==> src/rtl/uart_rx_chan.sv <==
module uart_rx_chan #(
  parameter int DIV_W = 8
) (
  input  logic             clk,
  input  logic             rst_n,
  input  logic             rx_in,
  input  logic             cfg_en,
  input  logic             cfg_seven,
  input  logic             cfg_par_en,
  input  logic             cfg_par_odd,
  input  logic             cfg_two_stop,
  input  logic [DIV_W-1:0] baud_div,
  input  logic             buf_rd,
  input  logic             stat_wr,
  output logic [7:0]       rx_data,
  output logic [7:0]       status,
  output logic             rx_irq
);

  localparam int OS_W = 4;
  localparam logic [OS_W-1:0] OS_MID  = OS_W'(7);
  localparam logic [OS_W-1:0] OS_LAST = OS_W'(15);

  typedef enum logic [2:0] {S_IDLE, S_START, S_DATA, S_PAR, S_STOP1, S_STOP2} st_t;

  st_t             st;
  logic            sync1, sync2, prev;
  logic [DIV_W-1:0] cnt;
  logic [OS_W-1:0] os;
  logic [2:0]      bitn;
  logic [7:0]      sh;
  logic            pacc, perr;
  logic            rbf, rbf_d, oe, pe, fe;

  wire tick     = (cnt == baud_div);
  wire fall     = prev & ~sync2;
  wire mid      = tick && (os == OS_MID);
  wire bit_end  = tick && (os == OS_LAST);
  wire last_bit = (bitn == (cfg_seven ? 3'd6 : 3'd7));
  wire load     = (st == S_STOP1) && bit_end;
  wire ovr_now  = rbf & ~buf_rd;

  always_ff @(posedge clk or negedge rst_n) begin
    if (!rst_n) begin
      sync1 <= 1'b1;
      sync2 <= 1'b1;
      prev  <= 1'b1;
    end else begin
      sync1 <= rx_in;
      sync2 <= sync1;
      prev  <= sync2;
    end
  end

  always_ff @(posedge clk or negedge rst_n) begin
    if (!rst_n) begin
      st      <= S_IDLE;
      cnt     <= '0;
      os      <= '0;
      bitn    <= '0;
      sh      <= '0;
      pacc    <= 1'b0;
      perr    <= 1'b0;
      rbf     <= 1'b0;
      oe      <= 1'b0;
      pe      <= 1'b0;
      fe      <= 1'b0;
      rx_data <= '0;
    end else if (!cfg_en) begin
      st  <= S_IDLE;
      cnt <= '0;
      os  <= '0;
      rbf <= 1'b0;
      oe  <= 1'b0;
      pe  <= 1'b0;
      fe  <= 1'b0;
    end else begin
      cnt <= ((st == S_IDLE && fall) || tick) ? '0 : cnt + 1'b1;
      if (st != S_IDLE && tick) os <= os + 1'b1;
      case (st)
        S_IDLE:
          if (fall) begin
            st <= S_START;
            os <= '0;
          end
        S_START:
          if (mid) begin
            if (sync2) st <= S_IDLE;
            else begin
              st   <= S_DATA;
              os   <= '0;
              bitn <= '0;
              pacc <= 1'b0;
              perr <= 1'b0;
            end
          end
        S_DATA:
          if (bit_end) begin
            sh   <= {sync2, sh[7:1]};
            pacc <= pacc ^ sync2;
            bitn <= bitn + 1'b1;
            if (last_bit) st <= cfg_par_en ? S_PAR : S_STOP1;
          end
        S_PAR:
          if (bit_end) begin
            perr <= pacc ^ sync2 ^ cfg_par_odd;
            st   <= S_STOP1;
          end
        S_STOP1:
          if (bit_end) st <= cfg_two_stop ? S_STOP2 : S_IDLE;
        S_STOP2:
          if (bit_end) st <= S_IDLE;
        default: st <= S_IDLE;
      endcase
      if (buf_rd) rbf <= 1'b0;
      if (stat_wr) begin
        oe <= 1'b0;
        pe <= 1'b0;
        fe <= 1'b0;
      end
      if (load) begin
        rbf     <= 1'b1;
        rx_data <= cfg_seven ? {1'b0, sh[7:1]} : sh;
        if (ovr_now) oe <= 1'b1;
        if (perr)    pe <= 1'b1;
        if (!sync2)  fe <= 1'b1;
      end
    end
  end

  always_ff @(posedge clk or negedge rst_n) begin
    if (!rst_n) rbf_d <= 1'b0;
    else        rbf_d <= rbf;
  end

  assign rx_irq = rbf & ~rbf_d;
  assign status = {1'b0, oe | pe | fe, fe, pe, oe, 1'b0, rbf, 1'b0};

  p_seven_msb_r2: assert property (@(posedge clk) disable iff (!rst_n)
    (cfg_en && load && cfg_seven) |=> !rx_data[7]);

  p_ovr_capture_r5: assert property (@(posedge clk) disable iff (!rst_n)
    (cfg_en && load && rbf && !buf_rd) |=> status[3]);

  p_read_clears_r7: assert property (@(posedge clk) disable iff (!rst_n)
    (cfg_en && buf_rd && !load) |=> !status[1]);

  p_write_clears_r8: assert property (@(posedge clk) disable iff (!rst_n)
    (cfg_en && stat_wr && !load) |=> (status[6:3] == 4'b0));

  p_disable_clears_r9: assert property (@(posedge clk) disable iff (!rst_n)
    !cfg_en |=> (status == 8'h00));

  p_irq_on_rise_r10: assert property (@(posedge clk) disable iff (!rst_n)
    rx_irq |-> $rose(status[1]));

endmodule

==> config.mk <==
export PLATFORM = sky130hd
export DESIGN_NAME = uart_rx_chan
export DESIGN_NICKNAME = d
export VERILOG_FILES = /design/src/rtl/uart_rx_chan.sv
export SDC_FILE = /design/constraint.sdc
export NUM_CORES = 1
export LEC_CHECK = 0
export ABC_CLOCK_PERIOD_IN_PS = 1900
export BUFFER_PORTS_ARGS = -buffer_cell sky130_fd_sc_hd__buf_2
export CORE_ASPECT_RATIO = 1.1
export CORE_UTILIZATION = 46
export DETAILED_ROUTE_END_ITERATION = 12
export GPL_TIMING_DRIVEN = 0
export PLACE_DENSITY = 0.8
export RECOVER_POWER = 100
export SLEW_MARGIN = 20
export SYNTH_ARGS = -nofsm -noshare
export SYNTH_HDL_FRONTEND = slang
export SYNTH_SLANG_ARGS = --single-unit
export TNS_END_PERCENT = 30
==> constraint.sdc <==
create_clock -name clk -period 1.9 [get_ports clk]
set_input_delay 0.19 -clock clk [delete_from_list [all_inputs] [get_ports clk]]
set_output_delay 0.19 -clock clk [all_outputs]
set_load 0.005 [all_outputs]
Word level (Yosys, flattened, before mapping)
Index checks and enable logic that the tools add are counted.
{"block": "totals", "inputBits": 18, "out_inout_bits": 17, "ff_bits": 44, "word_cells": 112}
{"block": "classes", "eq_ne": 21, "n_mux": 47, "add_sub_neg": 3, "reduce_logical": 15, "bitwise": 10}
{"cell": "$mux 3", "n": 13}
{"cell": "$mux 8", "n": 3}
{"cell": "$ne 3x3->1 const B", "n": 7}
{"cell": "$mux 1", "n": 20}
{"cell": "$mux 4", "n": 5}
{"cell": "$pmux 3 s6", "n": 1}
{"cell": "$reduce_and 5->1", "n": 2}
{"cell": "$add 8x1->8 const B", "n": 1}
{"cell": "$eq 8x8->1", "n": 1}
{"cell": "$ne 2x2->1 const B", "n": 4}
{"cell": "$pmux 4 s2", "n": 1}
{"cell": "$reduce_and 7->1", "n": 1}
{"cell": "$eq 3x2->1 const B", "n": 2}
{"cell": "$eq 3x3->1 const B", "n": 2}
{"cell": "$pmux 3 s2", "n": 1}
{"cell": "$logic_and 1x1->1", "n": 5}
{"cell": "$add 4x1->4 const B", "n": 1}
{"cell": "$eq 4x3->1 const B", "n": 1}
{"cell": "$eq 4x4->1 const B", "n": 1}
{"cell": "$pmux 1 s2", "n": 2}
{"cell": "$reduce_bool 2->1", "n": 2}
{"cell": "$add 3x1->3 const B", "n": 1}
{"cell": "$and 1x1->1", "n": 3}
{"cell": "$eq 3x1->1 const B", "n": 1}
{"cell": "11 further kinds", "n": 15}

Logic depth before layout (Yosys ltp)
{"block": "depth", "depth_word": 7, "mapped_depth": 7, "mapped_depth_nobuf": 6}

Worst setup path before layout
Ideal clock, no wire load.
{"block": "synth_timing", "path_kind": "reg2reg", "startpoint": "reg cnt[0]", "endpoint": "reg rx_data[2]", "period_less_slack_ns": 2.147, "path_stages_with_launch": 7, "setup_slack_ns": -0.247, "path_buffers": 1, "arrival_ns": 2.022, "t_required_ns": 1.775, "setup_ns": 0.125, "cell_sequence": "dfrtp_1 xor2_1 nor4_4 nand3_4 or3_4 buf_6 mux2_4"}
{"block": "synth_between", "elab_chain_cells": 4}
{"element": "from (decl)", "line_no": "28", "rtl": "logic [DIV_W-1:0] cnt;"}
{"element": "from (signal assigned)", "line_no": "78", "rtl": "cnt <= ((st == S_IDLE && fall) || tick) ? '0 : cnt + 1'b1;"}
{"element": "$eq 8x8->1", "line_no": "35", "rtl": "wire tick = (cnt == baud_div);"}
{"element": "$logic_and 1x1->1", "line_no": "38", "rtl": "wire bit_end = tick && (os == OS_LAST);"}
{"element": "$logic_and 1x1->1", "line_no": "40", "rtl": "wire load = (st == S_STOP1) && bit_end;"}
{"element": "$reduce_and 2->1 (no source line)"}
{"element": "to (signal assigned)", "line_no": "123", "rtl": "rx_data <= cfg_seven ? {1'b0, sh[7:1]} : sh;"}
{"element": "to (decl)", "line_no": "15", "rtl": "output logic [7:0] rx_data,"}
Every way passes these cells.
A chain may end at the register's enable or synchronous reset.

Final worst setup path
{"block": "layout_timing", "startpoint": "reg cnt[1]", "endpoint": "reg rx_data[2]"}
The elaborated chain is that of the path after synthesis.

==> results.md <==
* Max_cap viols at 0
* Initial antenna violation count at 0
* Crit Path Class: reg2reg
* Status: complete, but fails checks
* Worst Path Arrival at 2.26 ns
* Flops & latches, synth at 44
* Simple-Gate Fraction of Synth Area at 17.0%
* Critical path capture point type: flip-flop
* Via count at 1664
* Share of the yosys chip area belonging to registers at 47.2%
* Clock Pin Slew Worst Setup and Hold Paths at 0.08 ns
* Worst reg2reg setup slack at -0.18 ns
* Worst rel slew slack at 27.5%
* Final ANT Viol Nets at 0
* Die W at 70 um
* TritonCTS Sinks at 44
* Area delta synth->final at 20.5%
* Mux share of post-synthesis cell area at 14.7%
* Final setup TNS at -1.90 ns
* Layout Utilization at 59.0%
* Vias per cell at 5.28
* Fillers at 384
* Largest net degree at the start of global routing at 45
* PortBufs at 29
* Antenna diodes at 0
* Lkg Pwr at 1.41 nW
* Clock Path Buffers at 2
* PwrDens at 852 nW/um^2
* Final-report hold violation count at 0
* Synth warn at 0
* Min-delay worst type: in2async
* FP Rows at 26
* DRC viols at 0
* Max-slew violation count at 0
* WL/cell at 14.3 um
* Worst clock skew at 0.00507 ns
* Initial Util at 48.9%
* Period utilization at 110%
* Clk_lat worst skew at 0.29 ns
* Setup ws final at -0.183 ns
* Nets at 279
* Die H at 76.8 um
* Synth Area per Inst at 11.2 sq um
* Startpoint Class: flip-flop
* Post-synthesis cell count at 208
* TritonCTS clock tree: built
* GRT overflow at 0
* Drt first pass iters at 4
* Synth Area in Compound Gates at 7.81%
* Layout Cells excl Fill at 315
* Full die area at 5380 sq um
* R2R Path Start: cnt[1]$_DFF_PN0_
* CORE AREA at 4780 sq um
* Cells on worst reg2reg path at 6
* IO Pins at 35
* Worst vdd ir at 0.377 mV
* Fraction of the mapped netlist area in adder cells at 1.60%
* Final WL at 4500 um
* Num CTS Buffers at 5
* Max Freq at 480 MHz
* Pre-CTS setup slack at -0.482 ns
* Global-route wire length before repair at 7740 um
* Routability cong. at 0.868
* Largest family of logic cells by synthesized area: simple AND/OR/NAND/NOR gates
* Fin area at 2820 sq um
* Synth Cell Area at 2340 sq um
* Post-DP HPWL at 2940 um
* Final min period at 2.08 ns
* DP Cell Count at 295
* Gr usage total at 18.2%
* Synth unique cells at 44
* RSZ-0062 raised after global routing: true
* Required @ worst endpoint at 2.08 ns
* First DRT Iteration DRCs at 129
* Worst-path fanout max at 7
* Vias in the first global route at 1642
* Failing checks: setup timing
* H-tree depth at 2
* Share of cells above drive strength 1 at 35.9%
* FF-to-FF End: rx_data[2]$_DFFE_PN0P_
* Post-Synth XOR/XNOR Area at 6.74%
* Final setup violation count at 21
* Cell area after placement at 2560 sq um
* Worst-Margin Slew at 1.09 ns
* Root Driver: clkbuf_8
[sequential cells by signal, summed over array words and instances (netlist names)]
signal / count
pacc: 1
oe: 1
sync1: 1
os: 4
rbf_d: 1
st: 3
sync2: 1
bitn: 3
prev: 1
rbf: 1
sh: 8
rx_data: 8
fe: 1
perr: 1
pe: 1
cnt: 8
[worst max-delay path by stage]
stage                           startpoint                     end  slack (ns)  cells past startpoint
after floorplan           cnt[3]$_DFF_PN0_  rx_data[2]$_DFFE_PN0P_       -0.24                      6
after global placement    cnt[5]$_DFF_PN0_  rx_data[3]$_DFFE_PN0P_       -0.44                      6
after detailed placement  cnt[3]$_DFF_PN0_  rx_data[2]$_DFFE_PN0P_       -0.48                      6
after CTS                 cnt[0]$_DFF_PN0_  rx_data[2]$_DFFE_PN0P_       -0.20                      6
after global routing      cnt[3]$_DFF_PN0_  rx_data[2]$_DFFE_PN0P_       -0.28                      6
final                     cnt[1]$_DFF_PN0_  rx_data[2]$_DFFE_PN0P_       -0.18                      6
[worst max-delay path, stage by stage (launching register included)]
cell,delay (ns)
dfrtp_1,0.41
xor2_1,0.18
nor4_4,0.37
nand3_4,0.14
or3_4,0.42
buf_8,0.15
mux2_4,0.29
[power breakdown]
part	internal (mW)	switching, mW	total [mW]
sequential	0.977	0.0390	1.02
combinational	0.212	0.331	0.543
clock	0.525	0.317	0.843
total	1.71	0.688	2.40
[metal layers]
metal	vias to the layer above	routed length, um	global-route usage, %
met1	789	1970	22.1
met3	8	150	3.94
li1	822	-	-
met4	0	70	6.00
met2	45	2310	32.0
met5	-	0	0
[synthesized netlist by cell type (all sizes together)]
library cell	number	area share, %
xor2	16	6.0
a21o	3	1.0
or3	3	1.0
ha	3	1.6
and2	2	0.53
a2111oi	2	0.75
buf	8	2.7
nand4	2	0.53
dfstp	3	3.4
and3	4	1.2
mux2	24	13
a31o	1	0.37
nand3	11	2.9
inv	6	0.96
nand2b	7	1.9
o21bai	2	0.64
mux2i	5	2.1
o22ai	1	0.27
and4	1	0.43
clkbuf	7	1.1
xnor2	2	0.75
dfrtp	41	44
a22o	1	0.37
o2111ai	1	0.37
nor3	4	1.3
or2	1	0.27
nor2	16	2.6
nand2	6	0.96
nor4	4	2.4
nor2b	4	1.1
o21ai	7	1.5
o211ai	3	0.96
a31oi	1	0.27
a21oi	3	0.64
conb	1	0.16
a22oi	2	0.64
[cell type report]
type                    count  area [sq um]  share of cell area (%)
multi-input cells         145          1160                    41.0
clock inverters             2          60.1                    2.13
clock buffers               6          72.6                    2.57
repair buffers             42           241                    8.56
flip-flops and latches     44          1100                    39.2
well taps                  56          70.1                    2.48
plain buffers              14          91.3                    3.24
inverters                   6          22.5                   0.799
[logic make-up after synthesis]
family	count (synthesis)
and+or+nand+nor	65
DFF	44
muxes	29
AOI/OAI and AO/OA	27
buffers and inverters	21
xor gates and xnor gates	18
adders and majority gates	3
other	1
[placed cells by master (no fill, tap or decap), types with 3 or more instances in the layout]
cell,instances
a21o_1,3
a21oi_1,3
buf_2,22
buf_4,14
clkbuf_1,12
clkbuf_4,4
clkbuf_8,5
conb_1,3
dfrtp_1,41
dfstp_2,3
ha_1,3
inv_1,6
mux2_2,18
mux2_4,6
mux2i_1,5
nand2_1,6
nand2b_1,7
nand3_1,10
nor2_1,16
nor2b_1,4
nor3_1,3
o211ai_1,3
o21ai_0,4
xor2_1,16
[metrics by stage]
| step | hold WS [ns] | total power [mW] |
|---|---|---|
| final | 0.0823 | 2.40 |
| after global routing | 0.158 | 2.53 |
| after CTS | 0.0811 | 2.38 |
| after detailed placement | 0.298 | 1.51 |
| after global placement | 0.301 | 1.50 |
| after floorplan | -0.106 | 1.39 |
[what timing repair did]
item | in CTS | in global routing
resized for setup | 5 | 9
setup endpoints to repair | 32 | 30
endpoints found under the hold margin | 1 | 0
hold buffers | 1 | 0
pin swaps | 5 | 4
buffers inserted | 10 | 2
Power figures use the tool's default switching activity.
